### src/rtl/shg_pkg.sv
package shg_pkg;

    typedef enum logic {
        ST_EMPTY = 1'b0,
        ST_FULL  = 1'b1
    } shg_state_e;

    localparam logic [3:0] SHG_ST_OK   = 4'b0000;
    localparam logic [3:0] SHG_ST_MISS = 4'b1011;

endpackage

### src/rtl/shg_geom.sv
module shg_geom #(
    parameter int EA_W       = 64,
    parameter int SEG_SHORT  = 28,
    parameter int SEG_LONG   = 40,
    parameter int PG_SMALL   = 12,
    parameter int PG_LARGE   = 24
) (
    input  logic [EA_W-1:0] ea,
    input  logic            big_seg,
    input  logic            big_page,
    output logic [EA_W-1:0] seg_span,
    output logic [EA_W-1:0] page_addr,
    output logic [EA_W-1:0] page_idx
);
    localparam logic [EA_W-1:0] ONE = EA_W'(1);

    logic [EA_W-1:0] pg_span;
    logic [EA_W-1:0] keep_mask;

    // segment span and page span as single-bit weights
    always_comb begin
        seg_span  = big_seg  ? (ONE << SEG_LONG) : (ONE << SEG_SHORT);
        pg_span   = big_page ? (ONE << PG_LARGE) : (ONE << PG_SMALL);
        keep_mask = seg_span - pg_span;
        page_addr = ea & keep_mask;
        page_idx  = big_page ? (page_addr >> PG_LARGE) : (page_addr >> PG_SMALL);
    end
endmodule

### src/rtl/shg_hash.sv
module shg_hash #(
    parameter int EA_W     = 64,
    parameter int VSID_W   = 52,
    parameter int FOLD_SH  = 25,
    parameter int HASH_W   = 39
) (
    input  logic [VSID_W-1:0] vsid,
    input  logic [EA_W-1:0]   page_idx,
    input  logic              big_seg,
    output logic [HASH_W-1:0] hash
);
    localparam int PAD_W = EA_W - VSID_W;

    logic [EA_W-1:0] vsid_wide;
    logic [EA_W-1:0] fold_term;

    assign vsid_wide = {{PAD_W{1'b0}}, vsid};

    generate
        if (FOLD_SH > 0) begin : g_fold
            assign fold_term = big_seg ? (vsid_wide << FOLD_SH) : '0;
        end else begin : g_nofold
            assign fold_term = '0;
        end
    endgenerate

    assign hash = HASH_W'(vsid_wide ^ fold_term ^ page_idx);
endmodule

### src/rtl/shg_match.sv
module shg_match #(
    parameter int EA_W      = 64,
    parameter int ABBR_SH   = 16,
    parameter int ABBR_LOW  = 128
) (
    input  logic [EA_W-1:0] tag,
    input  logic [EA_W-1:0] page_addr,
    input  logic [EA_W-1:0] seg_span,
    output logic [EA_W-1:0] match
);
    localparam logic [EA_W-1:0] LOW_CUT = EA_W'(ABBR_LOW);

    logic [EA_W-1:0] abbr_mask;

    assign abbr_mask = seg_span - LOW_CUT;
    assign match     = tag | ((page_addr >> ABBR_SH) & abbr_mask);
endmodule

### src/rtl/shg_ctrl.sv
module shg_ctrl
    import shg_pkg::*;
(
    input  logic clk,
    input  logic rst_n,
    input  logic req_valid,
    input  logic rsp_ready,
    output logic req_ready,
    output logic load,
    output logic rsp_valid
);
    shg_state_e state_q;
    shg_state_e state_d;

    always_ff @(posedge clk) begin
        if (!rst_n) begin
            state_q <= ST_EMPTY;
        end else begin
            state_q <= state_d;
        end
    end

    // next state
    always_comb begin
        state_d = state_q;
        unique case (state_q)
            ST_EMPTY: begin
                if (req_valid) state_d = ST_FULL;       // accept
            end
            ST_FULL: begin
                if (rsp_ready && !req_valid) state_d = ST_EMPTY; // drain only
                // drain+accept or stall stay FULL
            end
            default: state_d = ST_EMPTY;
        endcase
    end

    // outputs
    always_comb begin
        req_ready = (state_q == ST_EMPTY) || rsp_ready;
        load      = req_valid && req_ready;
        rsp_valid = (state_q == ST_FULL);
    end
endmodule

### src/rtl/seg_hash_gen.sv
module seg_hash_gen
    import shg_pkg::*;
#(
    parameter int EA_W      = 64,
    parameter int VSID_W    = 52,
    parameter int VSID_TRIM = 12,
    parameter int HASH_W    = 39,
    parameter int SEG_SHORT = 28,
    parameter int SEG_LONG  = 40,
    parameter int PG_SMALL  = 12,
    parameter int PG_LARGE  = 24,
    parameter int FOLD_SH   = 25,
    parameter int ABBR_SH   = 16,
    parameter int ABBR_LOW  = 128
) (
    input  logic              clk,
    input  logic              rst_n,
    input  logic              req_valid,
    output logic              req_ready,
    input  logic [EA_W-1:0]   req_ea,
    input  logic              req_hit,
    input  logic              req_big_seg,
    input  logic              req_big_page,
    input  logic [VSID_W-1:0] req_vsid_field,
    input  logic              req_key_user,
    input  logic              req_key_sup,
    input  logic              req_noexec,
    input  logic [EA_W-1:0]   req_tag,
    input  logic              req_user,
    output logic              rsp_valid,
    input  logic              rsp_ready,
    output logic [3:0]        rsp_status,
    output logic [VSID_W-1:0] rsp_vsid,
    output logic              rsp_key,
    output logic              rsp_noexec,
    output logic [HASH_W-1:0] rsp_hash,
    output logic [EA_W-1:0]   rsp_match
);
    logic              load;
    logic [VSID_W-1:0] vsid_c;
    logic              key_c;
    logic [EA_W-1:0]   seg_span_c;
    logic [EA_W-1:0]   page_addr_c;
    logic [EA_W-1:0]   page_idx_c;
    logic [HASH_W-1:0] hash_c;
    logic [EA_W-1:0]   match_c;

    shg_ctrl u_ctrl (
        .clk       (clk),
        .rst_n     (rst_n),
        .req_valid (req_valid),
        .rsp_ready (rsp_ready),
        .req_ready (req_ready),
        .load      (load),
        .rsp_valid (rsp_valid)
    );

    // VSID extraction and privilege key selection
    always_comb begin
        vsid_c = req_big_seg ? (req_vsid_field >> VSID_TRIM) : req_vsid_field;
        key_c  = req_user ? req_key_user : req_key_sup;
    end

    shg_geom #(
        .EA_W      (EA_W),
        .SEG_SHORT (SEG_SHORT),
        .SEG_LONG  (SEG_LONG),
        .PG_SMALL  (PG_SMALL),
        .PG_LARGE  (PG_LARGE)
    ) u_geom (
        .ea        (req_ea),
        .big_seg   (req_big_seg),
        .big_page  (req_big_page),
        .seg_span  (seg_span_c),
        .page_addr (page_addr_c),
        .page_idx  (page_idx_c)
    );

    shg_hash #(
        .EA_W    (EA_W),
        .VSID_W  (VSID_W),
        .FOLD_SH (FOLD_SH),
        .HASH_W  (HASH_W)
    ) u_hash (
        .vsid     (vsid_c),
        .page_idx (page_idx_c),
        .big_seg  (req_big_seg),
        .hash     (hash_c)
    );

    shg_match #(
        .EA_W     (EA_W),
        .ABBR_SH  (ABBR_SH),
        .ABBR_LOW (ABBR_LOW)
    ) u_match (
        .tag       (req_tag),
        .page_addr (page_addr_c),
        .seg_span  (seg_span_c),
        .match     (match_c)
    );

    // result register; a miss loads the fault status and clears data
    always_ff @(posedge clk) begin
        if (!rst_n) begin
            rsp_status <= SHG_ST_OK;
            rsp_vsid   <= '0;
            rsp_key    <= 1'b0;
            rsp_noexec <= 1'b0;
            rsp_hash   <= '0;
            rsp_match  <= '0;
        end else if (load) begin
            if (req_hit) begin
                rsp_status <= SHG_ST_OK;
                rsp_vsid   <= vsid_c;
                rsp_key    <= key_c;
                rsp_noexec <= req_noexec;
                rsp_hash   <= hash_c;
                rsp_match  <= match_c;
            end else begin
                rsp_status <= SHG_ST_MISS;
                rsp_vsid   <= '0;
                rsp_key    <= 1'b0;
                rsp_noexec <= 1'b0;
                rsp_hash   <= '0;
                rsp_match  <= '0;
            end
        end
    end
endmodule

### config.mk
export PLATFORM = sky130hd
export DESIGN_NAME = seg_hash_gen
export DESIGN_NICKNAME = d
export VERILOG_FILES = /design/src/rtl/shg_pkg.sv /design/src/rtl/shg_geom.sv /design/src/rtl/shg_hash.sv /design/src/rtl/shg_match.sv /design/src/rtl/shg_ctrl.sv /design/src/rtl/seg_hash_gen.sv
export SDC_FILE = /design/constraint.sdc
export NUM_CORES = 1
export LEC_CHECK = 0
export BUFFER_PORTS_ARGS = -buffer_cell sky130_fd_sc_hd__buf_2
export CAP_MARGIN = 20
export CORE_MARGIN = 2
export CORE_UTILIZATION = 41
export DETAILED_ROUTE_END_ITERATION = 6
export PLACE_DENSITY = 0.69
export SETUP_SLACK_MARGIN = 0.3
export SYNTH_ARGS = -nofsm -noshare
export SYNTH_HDL_FRONTEND = slang
export SYNTH_SLANG_ARGS = --single-unit
export TNS_END_PERCENT = 50
### constraint.sdc
create_clock -name clk -period 1.8 [get_ports clk]
set_input_delay 0.36 -clock clk [delete_from_list [all_inputs] [get_ports clk]]
set_output_delay 0.36 -clock clk [all_outputs]
set_load 0.005 [all_outputs]
==> results of run 1 <==
==> how the worst max path moves through the flow <==
| stage | from | to | slack [ns] | depth (start not counted) |
|---|---|---|---|---|
| final | u_ctrl.rsp_valid | rsp_hash[37] | 0.40 | 4 |
| after global routing | u_ctrl.rsp_valid | rsp_hash[17] | 0.35 | 4 |
| after CTS | u_ctrl.rsp_valid | rsp_hash[2] | 0.35 | 5 |
| after detailed placement | req_big_page | rsp_hash[14] | 0.20 | 6 |
| after global placement | req_big_seg | rsp_match[15] | 0.22 | 6 |
| after floorplan | rsp_ready | rsp_hash[12] | 0.35 | 7 |
==> worst max-delay path, cell delays in order (launching register included) <==
cell	delay, ns
dfxtp_1	0.33
nand2b_4	0.10
and2_4	0.22
and3_4	0.48
a22o_1	0.22
==> sequential cells by signal, summed over array words and instances (netlist names) <==
register / count
rsp_key: 1
rsp_vsid: 52
rsp_noexec: 1
u_ctrl.rsp_valid: 1
rsp_status: 1
rsp_hash: 39
rsp_match: 64
==> cells by family (layout without fill, tap and decap cells) <==
logic type | after synthesis | in the layout
compound gates | 196 | 196
other cells | 1 | 3
xor+xnor | 54 | 54
simple gates | 283 | 283
buf+inv | 81 | 376
flops | 159 | 159
mux | 72 | 72
==> synth_stat cells (7+ instances only) <==
| cell | count | area (µm²) |
|---|---|---|
| a21boi_1 | 9 | 67.6 |
| nor2_1 | 20 | 75.1 |
| xor2_1 | 16 | 140 |
| xnor2_1 | 38 | 333 |
| buf_2 | 31 | 155 |
| mux2_2 | 41 | 462 |
| nand2_1 | 120 | 450 |
| a22o_1 | 32 | 280 |
| mux2i_1 | 31 | 310 |
| buf_1 | 12 | 45.0 |
| a21oi_1 | 20 | 100 |
| clkbuf_1 | 24 | 90.1 |
| nand3_1 | 114 | 571 |
| o2bb2ai_1 | 7 | 61.3 |
| a21o_1 | 12 | 90.1 |
| a21boi_0 | 110 | 826 |
| nor2b_1 | 25 | 156 |
| buf_4 | 8 | 60.1 |
| dfxtp_1 | 159 | 3180 |
==> metal layers <==
metal | track usage [%] | share of wire [%]
met4 | 9.57 | 2.5
met3 | 9.33 | 9.3
met5 | 0 | 0.090
met1 | 31.8 | 41
met2 | 43.3 | 47
==> layout make-up <==
type                       count  area (µm²)
inverter                       1        3.75
fill                        1700        8010
clock inverter                13         238
antenna                        2        5.00
sequential                   159        3180
timing repair buffer         345        1910
multi-input combinational    606        4030
tap                          229         287
clock buffer                  17         425
==> power breakdown <==
| group | internal, W | switching [W] |
|---|---|---|
| Clock | 0.00260 | 0.00151 |
| Combinational | 0.000657 | 0.000760 |
| Sequential | 0.00368 | 0.0000806 |
| Total | 0.00693 | 0.00235 |
==> through the flow <==
stage                     cell area (µm²)  setup WS [ns]  std cells  util (%)  total power [W]
after floorplan                      7610          0.348        846         -          0.00460
after global routing                10100          0.352       1371      55.7          0.00963
after global placement               9400          0.222       1340      52.0          0.00523
after detailed placement             9400          0.202       1340      52.0          0.00525
final                               10100          0.399       1372      55.7          0.00928
after CTS                           10100          0.352       1370      55.6          0.00936
==> repair_timing <==
action,4_1_cts,5_1_grt
setup buffers,0,0
gates resized for setup,0,1
endpoints found under the setup margin,0,7
endpoints found under the hold margin,0,0
hold buffers,0,0
==> metrics, run 1 <==
Layout Skew 0.00634 ns; Syn Area/Cell 8.99 µm²; xor/xnor cell area share of the yosys netlist 6.22%; Buffers on Ports 316; Syn Nets 1,037; synthesized cell area 7610 µm²; status completed; Core Area 18,100 µm²; vias 7,226; CTS Sinks 159; pwr dens 921 nW/µm²; Initial Util 42.1%; Hold Path End rsp_match[55]; GRT Total Usage 26.3%; EDFF count, synth 0; Primary FF master, synth dfxtp_1; largest fanout on the critical path 32; largest family of logic cells by synthesized area compound AO/OA/AOI/OAI gates; period utilization 77.8%; hold crit path type in2reg; hold path startpoint req_tag[55]; mux cell area share after synthesis 10.1%; total CTS buffers 17; simple-gate share of the synthesized area 17.0%; Yosys warnings 0; peak supply drop 0.000639 V; largest net degree at the start of global routing 57; Synth Area in Adders 0%; Worst Setup Start Kind flop; total global routing overflow 0; H-tree level count 4; # IOs 354; DP Wirelength 19.8 mm; Max Transition Viols Final 0; width of the die 140 µm; setup TNS 0 ns; layout cells sized above 1 36.9%; Worst R2R Start u_ctrl.rsp_valid; Reg2Reg Depth 4; Die ar. 19,700 µm²; commonest non-fill, non-tap cell in the layout buf_2; Critical Path RT 2.16 ns; Leakage Power 4.54 nW; fmax 714 MHz; synth-to-layout area growth 32.4%; DRT Pass-1 Iters 5; NumNets Final 1,321; post-synthesis cell type count 28; Cell Rows 49; Die Ht 140 µm; register area share after synthesis 41.8%; area fraction in compound gates after synthesis 19.4%; Placer Congestion 0.861; Post-Route WL 26.6 mm; Hold Vio Cnt, Final 0; clock-pin slew on the worst setup and hold paths 0.07 ns; Setup CP Type reg2reg; wire per inst 19.4 µm; Iter 0 DRT Violations 305; Yosys reg bits 159; first-pass GRT wire length 39.9 mm; DRC violations left 0; Final ANT Viol Nets 0; # setup viols final 0; fin crit period 1.40 ns; final hold slack 0.213 ns; commonest non-fill, non-tap cells in the layout buf_2, dfxtp_1, nand2_1; Worst R2R End rsp_hash[37]; CTS tree yes; hold path depth 3; Worst Setup End Kind flop; Syn Inst Count 846; Clock Latency Late Sink 0.41 ns; asr flop ratio synth 0%; Root Buffer clkbuf_16; via/cell ratio 5.27; critical path arrival 1.76 ns; maxcap violations 0; initial antenna violation count 4; clock buffer depth 2; vias in the first global route 6,970; unrepaired setup endpoints after global routing no; R2R setup slack 0.40 ns
Power figures use the tool's default switching activity.
==> run 2, diff against run 1 <==
ABC_AREA = 1   (was not set)
CORE_AREA = 2 2 138 140   (was not set)
CORE_MARGIN = not set   (was 2)
CORE_UTILIZATION = not set   (was 41)
DIE_AREA = 0 0 140 142   (was not set)
PLACE_DENSITY = 0.66   (was 0.69)
clock period = 1.3 ns   (was 1.8 ns; I/O delays follow)
==> run 2 against run 1 <==
The flow now finishes with violations (DRC, setup timing). Design area increased by 6.6%. Non-clock buffer count increased by 62. Clock power increased by 19%. Die area increased by 1.1%. Sequential share of layout area decreased by 1.9 points. Wire length increased by 6.0%. Via count increased by 12%. Hold slack got worse by 0.14 ns. Critical path type unchanged. Critical endpoint is now rsp_match[1].
==> metrics, run 2 <==
Synth top area share 45.4% (+3.6 points); Largest stage delay, worst path 0.33 ns (-0.15 ns); final hold slack 0.0721 ns (-0.141 ns); largest net degree at the start of global routing 65 (+14%); Syn Inst Count 1,025 (+21%); Post-Layout Cell Count 1,633 (+19%); Leakage Power 5.18 nW (+14%); width of the die 140 µm (-0.15%); Synth area leaders dfxtp_1, nand2_1, a21oi_1, nor2_1, nand3_1; met1 Use GR 32.4% (+0.53 points); cells along the critical path nand2_4 -> nand2_8 -> nor2_4 -> buf_8 -> buf_12 -> buf_16 -> nand2_2 -> a21oi_1; first-pass GRT wire length 41.7 mm (+4.4%); Post-Route WL 28.1 mm (+6.0%); clock power share 39.5% (-4.8 points); # setup viols final 127 (+127); most numerous cell in the Yosys netlist nand2_1; Setup WS post-layout -0.0876 ns (-0.486 ns); DRC violations left 25 (+25); Worst Setup Start Kind flop; placed cells 1,571 (+17%); synth-to-layout area growth 53.3%; failing checks DRC, setup timing; Initial Util 38.0% (-4.1 points); Syn Nets 1,216 (+17%); Worst R2R End rsp_match[1]; register area share after synthesis 45.4% (+3.6 points); Placer Congestion 0.868 (+0.80%); M3 GR Usage 7.27% (-2.1 points); synthesized cell area 7010 µm² (-7.9%); biggest regs rsp_match x64, rsp_vsid x52, rsp_hash x39; H-tree level count 4 (unchanged); grt met2 use 46.9% (+3.6 points); highest-delay cell along the critical path dfxtp_2; commonest non-fill, non-tap cell in the layout nand2_1; # IOs 354 (unchanged); total CTS buffers 17 (unchanged); critical path arrival 1.74 ns (-0.02 ns); Die ar. 19,900 µm² (+1.1%); Buffers on Ports 316 (unchanged); busiest grt layer met2; Final ANT Viol Nets 0 (unchanged); Sequential Power Share 42.0% (+1.5 points); Reg2Reg Depth 8 (+4); Final Total Pwr 0.0124 W (+33%); Worst Setup End Kind flop; period utilization 107% (+29 points); Hold Path End rsp_match[0]; fmax 721 MHz (+0.98%); pwr dens 1150 nW/µm² (+25%); combinational group share of total power 18.5% (+3.2 points); hold path depth 3 (unchanged); Primary FF master, synth dfxtp_1; post-synthesis cell type count 24 (-14%); largest fanout on the critical path 5 (-84%); area leader, netlist dfxtp_1; Setup CP Type reg2reg; initial antenna violation count 8 (+4); Hold Vio Cnt, Final 0 (unchanged); Worst R2R Start u_ctrl.rsp_valid; Yosys warnings 0 (unchanged); Yosys reg bits 159 (unchanged); R2R setup slack -0.09 ns (-0.49 ns); total global routing overflow 0 (unchanged); Core Area 18,500 µm² (+2.0%); largest reg by FF count rsp_match; vias in the first global route 7,567 (+8.6%); clock buffer depth 2 (unchanged); status finished with violations; Cell Rows 50 (+2.0%); fin crit period 1.39 ns (-0.0136 ns); layout cells sized above 1 39.2% (+2.3 points); Root Buffer clkbuf_16; vias 8,117 (+12%); clock-pin slew on the worst setup and hold paths 0.07 ns (about the same); Clock Latency Late Sink 0.43 ns (+0.02 ns); Syn Area/Cell 6.84 µm² (-24%); P_int 0.00883 W (+27%); DRT Pass-1 Iters 7 (+2); CTS tree yes; Die Ht 142 µm (+1.3%); NumNets Final 1,572 (+19%); Max Transition Viols Final 0 (unchanged); layout filler cell count 1,747 (+2.8%); maxcap violations 0 (unchanged); switching share of power 28.7% (+3.4 points); unrepaired setup endpoints after global routing yes; DP Wirelength 19.8 mm (about the same); Sw Pwr 0.00356 W (+51%); commonest non-fill, non-tap cells in the layout nand2_1, buf_2, dfxtp_1; max FFs per register 64 (unchanged); peak supply drop 0.000851 V (+33%); hold path startpoint req_tag[0]; Final Instance Area 10,700 µm² (+6.6%); placed cell area 9200 µm² (-2.1%); Critical Path RT 1.66 ns (-0.50 ns); CTS Sinks 159 (unchanged); asr flop ratio synth 0% (unchanged); wire per inst 17.2 µm (-11%); EDFF count, synth 0 (unchanged); Synth top cells by count nand2_1, dfxtp_1, a21oi_1; GRT Total Usage 27.2% (+0.91 points); via/cell ratio 4.97 (-5.6%); hold crit path type in2reg; Iter 0 DRT Violations 574 (+88%); Layout Skew 0.00866 ns (+0.00232 ns)
==> run 2: how the worst max path moves through the flow <==
| stage | slack [ns] | end | from | cells after the start |
|---|---|---|---|---|
| floorplan | 0.18 | rsp_hash[16] | u_ctrl.rsp_valid | 8 |
| finish | -0.09 | rsp_match[1] | u_ctrl.rsp_valid | 8 |
| global placement | -0.11 | rsp_hash[26] | req_big_seg | 8 |
| detailed placement | -0.12 | rsp_vsid[50] | rsp_ready | 8 |
| global route | -0.15 | rsp_match[26] | u_ctrl.rsp_valid | 8 |
| CTS | -0.06 | req_ready | u_ctrl.rsp_valid | 3 |
==> run 2: cells by family (layout without fill, tap and decap cells) <==
group	count (synthesis)	in the layout	share of synthesized area, %
AO/OA/AOI/OAI	182	182	14.2
buffers and inverters	110	479	8.09
flip-flops	159	159	45.4
multiplexers	1	1	0.161
other	1	6	0.0535
AND/OR/NAND/NOR	572	572	32.1
==> run 2: cell type report <==
type                       count  area (µm²)  share of cell area, %
multi-input combinational    756        3690                   34.3
sequential                   159        3200                   29.7
timing repair buffer         407        2830                   26.3
clock buffer                  18         439                   4.09
tap                          234         293                   2.73
inverter                      40         156                   1.46
clock inverter                14         133                   1.23
antenna                        5        12.5                  0.116
==> run 2: worst max-delay path, delay by kind of cell, from the launching register on <==
kind / cells / cell delay, ns
buffers and inverters: 3 / 0.43
and+or+nand+nor: 4 / 0.41
DFF: 1 / 0.33
AOI/OAI and AO/OA: 1 / 0.13
==> run 2: through the flow <==
step                      setup slack [ns]  utilization (%)  setup TNS, ns
after detailed placement            -0.118             49.9          -6.94
after global routing                -0.149             58.2         -12.27
after global placement              -0.106             49.9          -7.41
after floorplan                      0.185                -              0
final                              -0.0876             58.2          -3.98
after CTS                          -0.0575             56.5          -1.60
==> run 2: routing by layer <==
metal | vias to the layer above | wire length [µm]
met3 | 61 | 2300
met2 | 357 | 13600
met4 | 6 | 1020
li1 | 4004 | -
met5 | - | 48
met1 | 3689 | 11200
==> run 2: power groups by stage <==
stage / Combinational [W] / Clock (W) / Sequential [W]
6_report: 0.00229 / 0.00489 / 0.00520
4_1_cts: 0.00216 / 0.00498 / 0.00519
2_1_floorplan: 0.000938 / 0 / 0.00531
3_3_place_gp: 0.00187 / 0 / 0.00529
3_5_place_dp: 0.00189 / 0 / 0.00529
5_1_grt: 0.00249 / 0.00517 / 0.00522
==> run 2: repair_timing <==
item	4_1_cts	5_1_grt
gates resized for setup	94	45
hold buffers	0	0
endpoints found under the hold margin	0	0
gates cloned	8	3
buffers inserted	9	5
pin swaps	27	25
setup endpoints to repair	320	320
==> run 3, diff against run 2 <==
RECOVER_POWER = 25   (was not set)
==> run 3 against run 2 <==
The flow still finishes with violations (DRC, setup timing). Hold slack better by 0.0014 ns. Largest power group unchanged. Maximum frequency hardly changed. First-iteration DRC count is 0.17% lower. Clock-buffer cell count stayed put. Clock power hardly changed. Design area is 0.22% lower.
==> metrics, run 3 (same netlist as run 2, synthesis figures left out) <==
status finished with violations; failing checks DRC, setup timing; Placer Congestion 0.868 (unchanged); Largest stage delay, worst path 0.33 ns (about the same); DRT Pass-1 Iters 7 (unchanged); fin crit period 1.39 ns (+0.000488 ns); hold_buf cts 0 (unchanged); clock-pin slew on the worst setup and hold paths 0.07 ns (about the same); NumNets Final 1,572 (unchanged); critical path arrival 1.74 ns (about the same); Post-Route WL 28.2 mm (+0.15%); total CTS buffers 17 (unchanged); Final Instance Area 10,700 µm² (-0.22%); total global routing overflow 0 (unchanged); Critical Path RT 1.66 ns (about the same); first-pass GRT wire length 41.7 mm (unchanged); # setup viols final 126 (-0.79%); Initial Util 38.0% (unchanged); Post-Layout Cell Count 1,633 (unchanged); layout cells sized above 1 37.9% (-1.4 points); Cell Rows 50 (unchanged); Worst Setup Start Kind flop; Iter 0 DRT Violations 573 (-0.17%); wire per inst 17.3 µm (+0.15%); Max Transition Viols Final 0 (unchanged); DRC violations left 25 (unchanged); fmax 720 MHz (about the same); Core Area 18,500 µm² (unchanged); synth-to-layout area growth 53.0%; pwr dens 1150 nW/µm² (+0.11%); GRT Total Usage 27.2% (unchanged); Setup CP Type reg2reg; largest net degree at the start of global routing 65 (unchanged); hold crit path type in2reg; maxcap violations 0 (unchanged); Worst Setup End Kind flop; Layout Skew 0.00812 ns (-0.000538 ns); width of the die 140 µm (unchanged); Setup WS post-layout -0.0881 ns (-0.000488 ns); Die ar. 19,900 µm² (unchanged); commonest non-fill, non-tap cells in the layout nand2_1, buf_2, dfxtp_1; initial antenna violation count 8 (unchanged); # IOs 354 (unchanged); biggest regs rsp_match x64, rsp_vsid x52, rsp_hash x39; placed cell area 9200 µm² (unchanged); commonest non-fill, non-tap cell in the layout nand2_1; via/cell ratio 4.98 (about the same); layout filler cell count 1,745 (-0.11%); largest reg by FF count rsp_match; highest-delay cell along the critical path dfxtp_2; vias in the first global route 7,567 (unchanged); Die Ht 142 µm (unchanged); largest fanout on the critical path 5 (unchanged); max FFs per register 64 (unchanged); peak supply drop 0.000846 V (-0.55%); Final ANT Viol Nets 0 (unchanged); H-tree level count 4 (unchanged); Leakage Power 5.11 nW (-1.5%); Root Buffer clkbuf_16; DP Wirelength 19.8 mm (unchanged); cells along the critical path nand2_4 -> nand2_8 -> nor2_4 -> buf_8 -> buf_12 -> buf_16 -> nand2_2 -> a21oi_1; Clock Latency Late Sink 0.42 ns (about the same); Hold Vio Cnt, Final 0 (unchanged); CTS Sinks 159 (unchanged); Buffers on Ports 316 (unchanged); placed cells 1,571 (unchanged); unrepaired setup endpoints after global routing yes; CTS tree yes; vias 8,125 (+0.099%); period utilization 107% (about the same); clock buffer depth 2 (unchanged)
[run 3: per-stage QoR]
step	TNS, ns	setup slack (ns)	hold slack, ns	utilization, %	power [W]
final	-4.07	-0.0881	0.0735	58.1	0.0124
after global routing	-12.26	-0.149	0.0670	58.1	0.0129
after CTS	-1.60	-0.0575	0.0539	56.5	0.0123
after detailed placement	-6.94	-0.118	0.452	49.9	0.00718
after global placement	-7.41	-0.106	0.447	49.9	0.00716
after floorplan	0	0.185	0.386	-	0.00625
[run 3: metal layers]
layer	vias to the layer above	wire (µm)	GRT usage (%)
li1	4001	-	-
met1	3689	11200	32.4
met2	367	13600	46.9
met3	62	2380	7.27
met4	6	1020	11.3
met5	-	48	0
[run 3: area by class of cell]
type | count | area (µm²) | share of cell area (%)
antenna | 5 | 12.5 | 0.117
tap | 234 | 293 | 2.73
clock buffer | 18 | 439 | 4.10
multi-input combinational | 756 | 3690 | 34.4
clock inverter | 14 | 133 | 1.24
timing repair buffer | 407 | 2810 | 26.2
inverter | 40 | 156 | 1.46
sequential | 159 | 3190 | 29.8
[run 3: where the power goes]
group	switching [W]	internal (W)
clock network	0.00217	0.00271
logic	0.00126	0.00103
registers	0.000117	0.00508
[run 3: what timing repair did]
item,CTS,global route
gates resized for setup,94,45
pin swaps,27,25
hold endpoints to repair,0,0
setup buffers,9,5
setup endpoints to repair,320,320
cloned,8,3
[run 3: worst max-delay path: cells and delay by family (launching register included)]
kind,cells,cell delay [ns]
AOI/OAI and AO/OA,1,0.13
buffers and inverters,3,0.43
DFF,1,0.33
and+or+nand+nor,4,0.41
[run 3: path summary, 6_finish.rpt]
kind | from | to | slack [ns] | cells past startpoint
min | req_tag[0] | rsp_match[0] | 0.07 | 3
max reg2reg | u_ctrl.rsp_valid | rsp_match[1] | -0.09 | 8
max | u_ctrl.rsp_valid | rsp_match[1] | -0.09 | 8
min reg2reg | rsp_hash[16] | rsp_hash[16] | 0.46 | 2
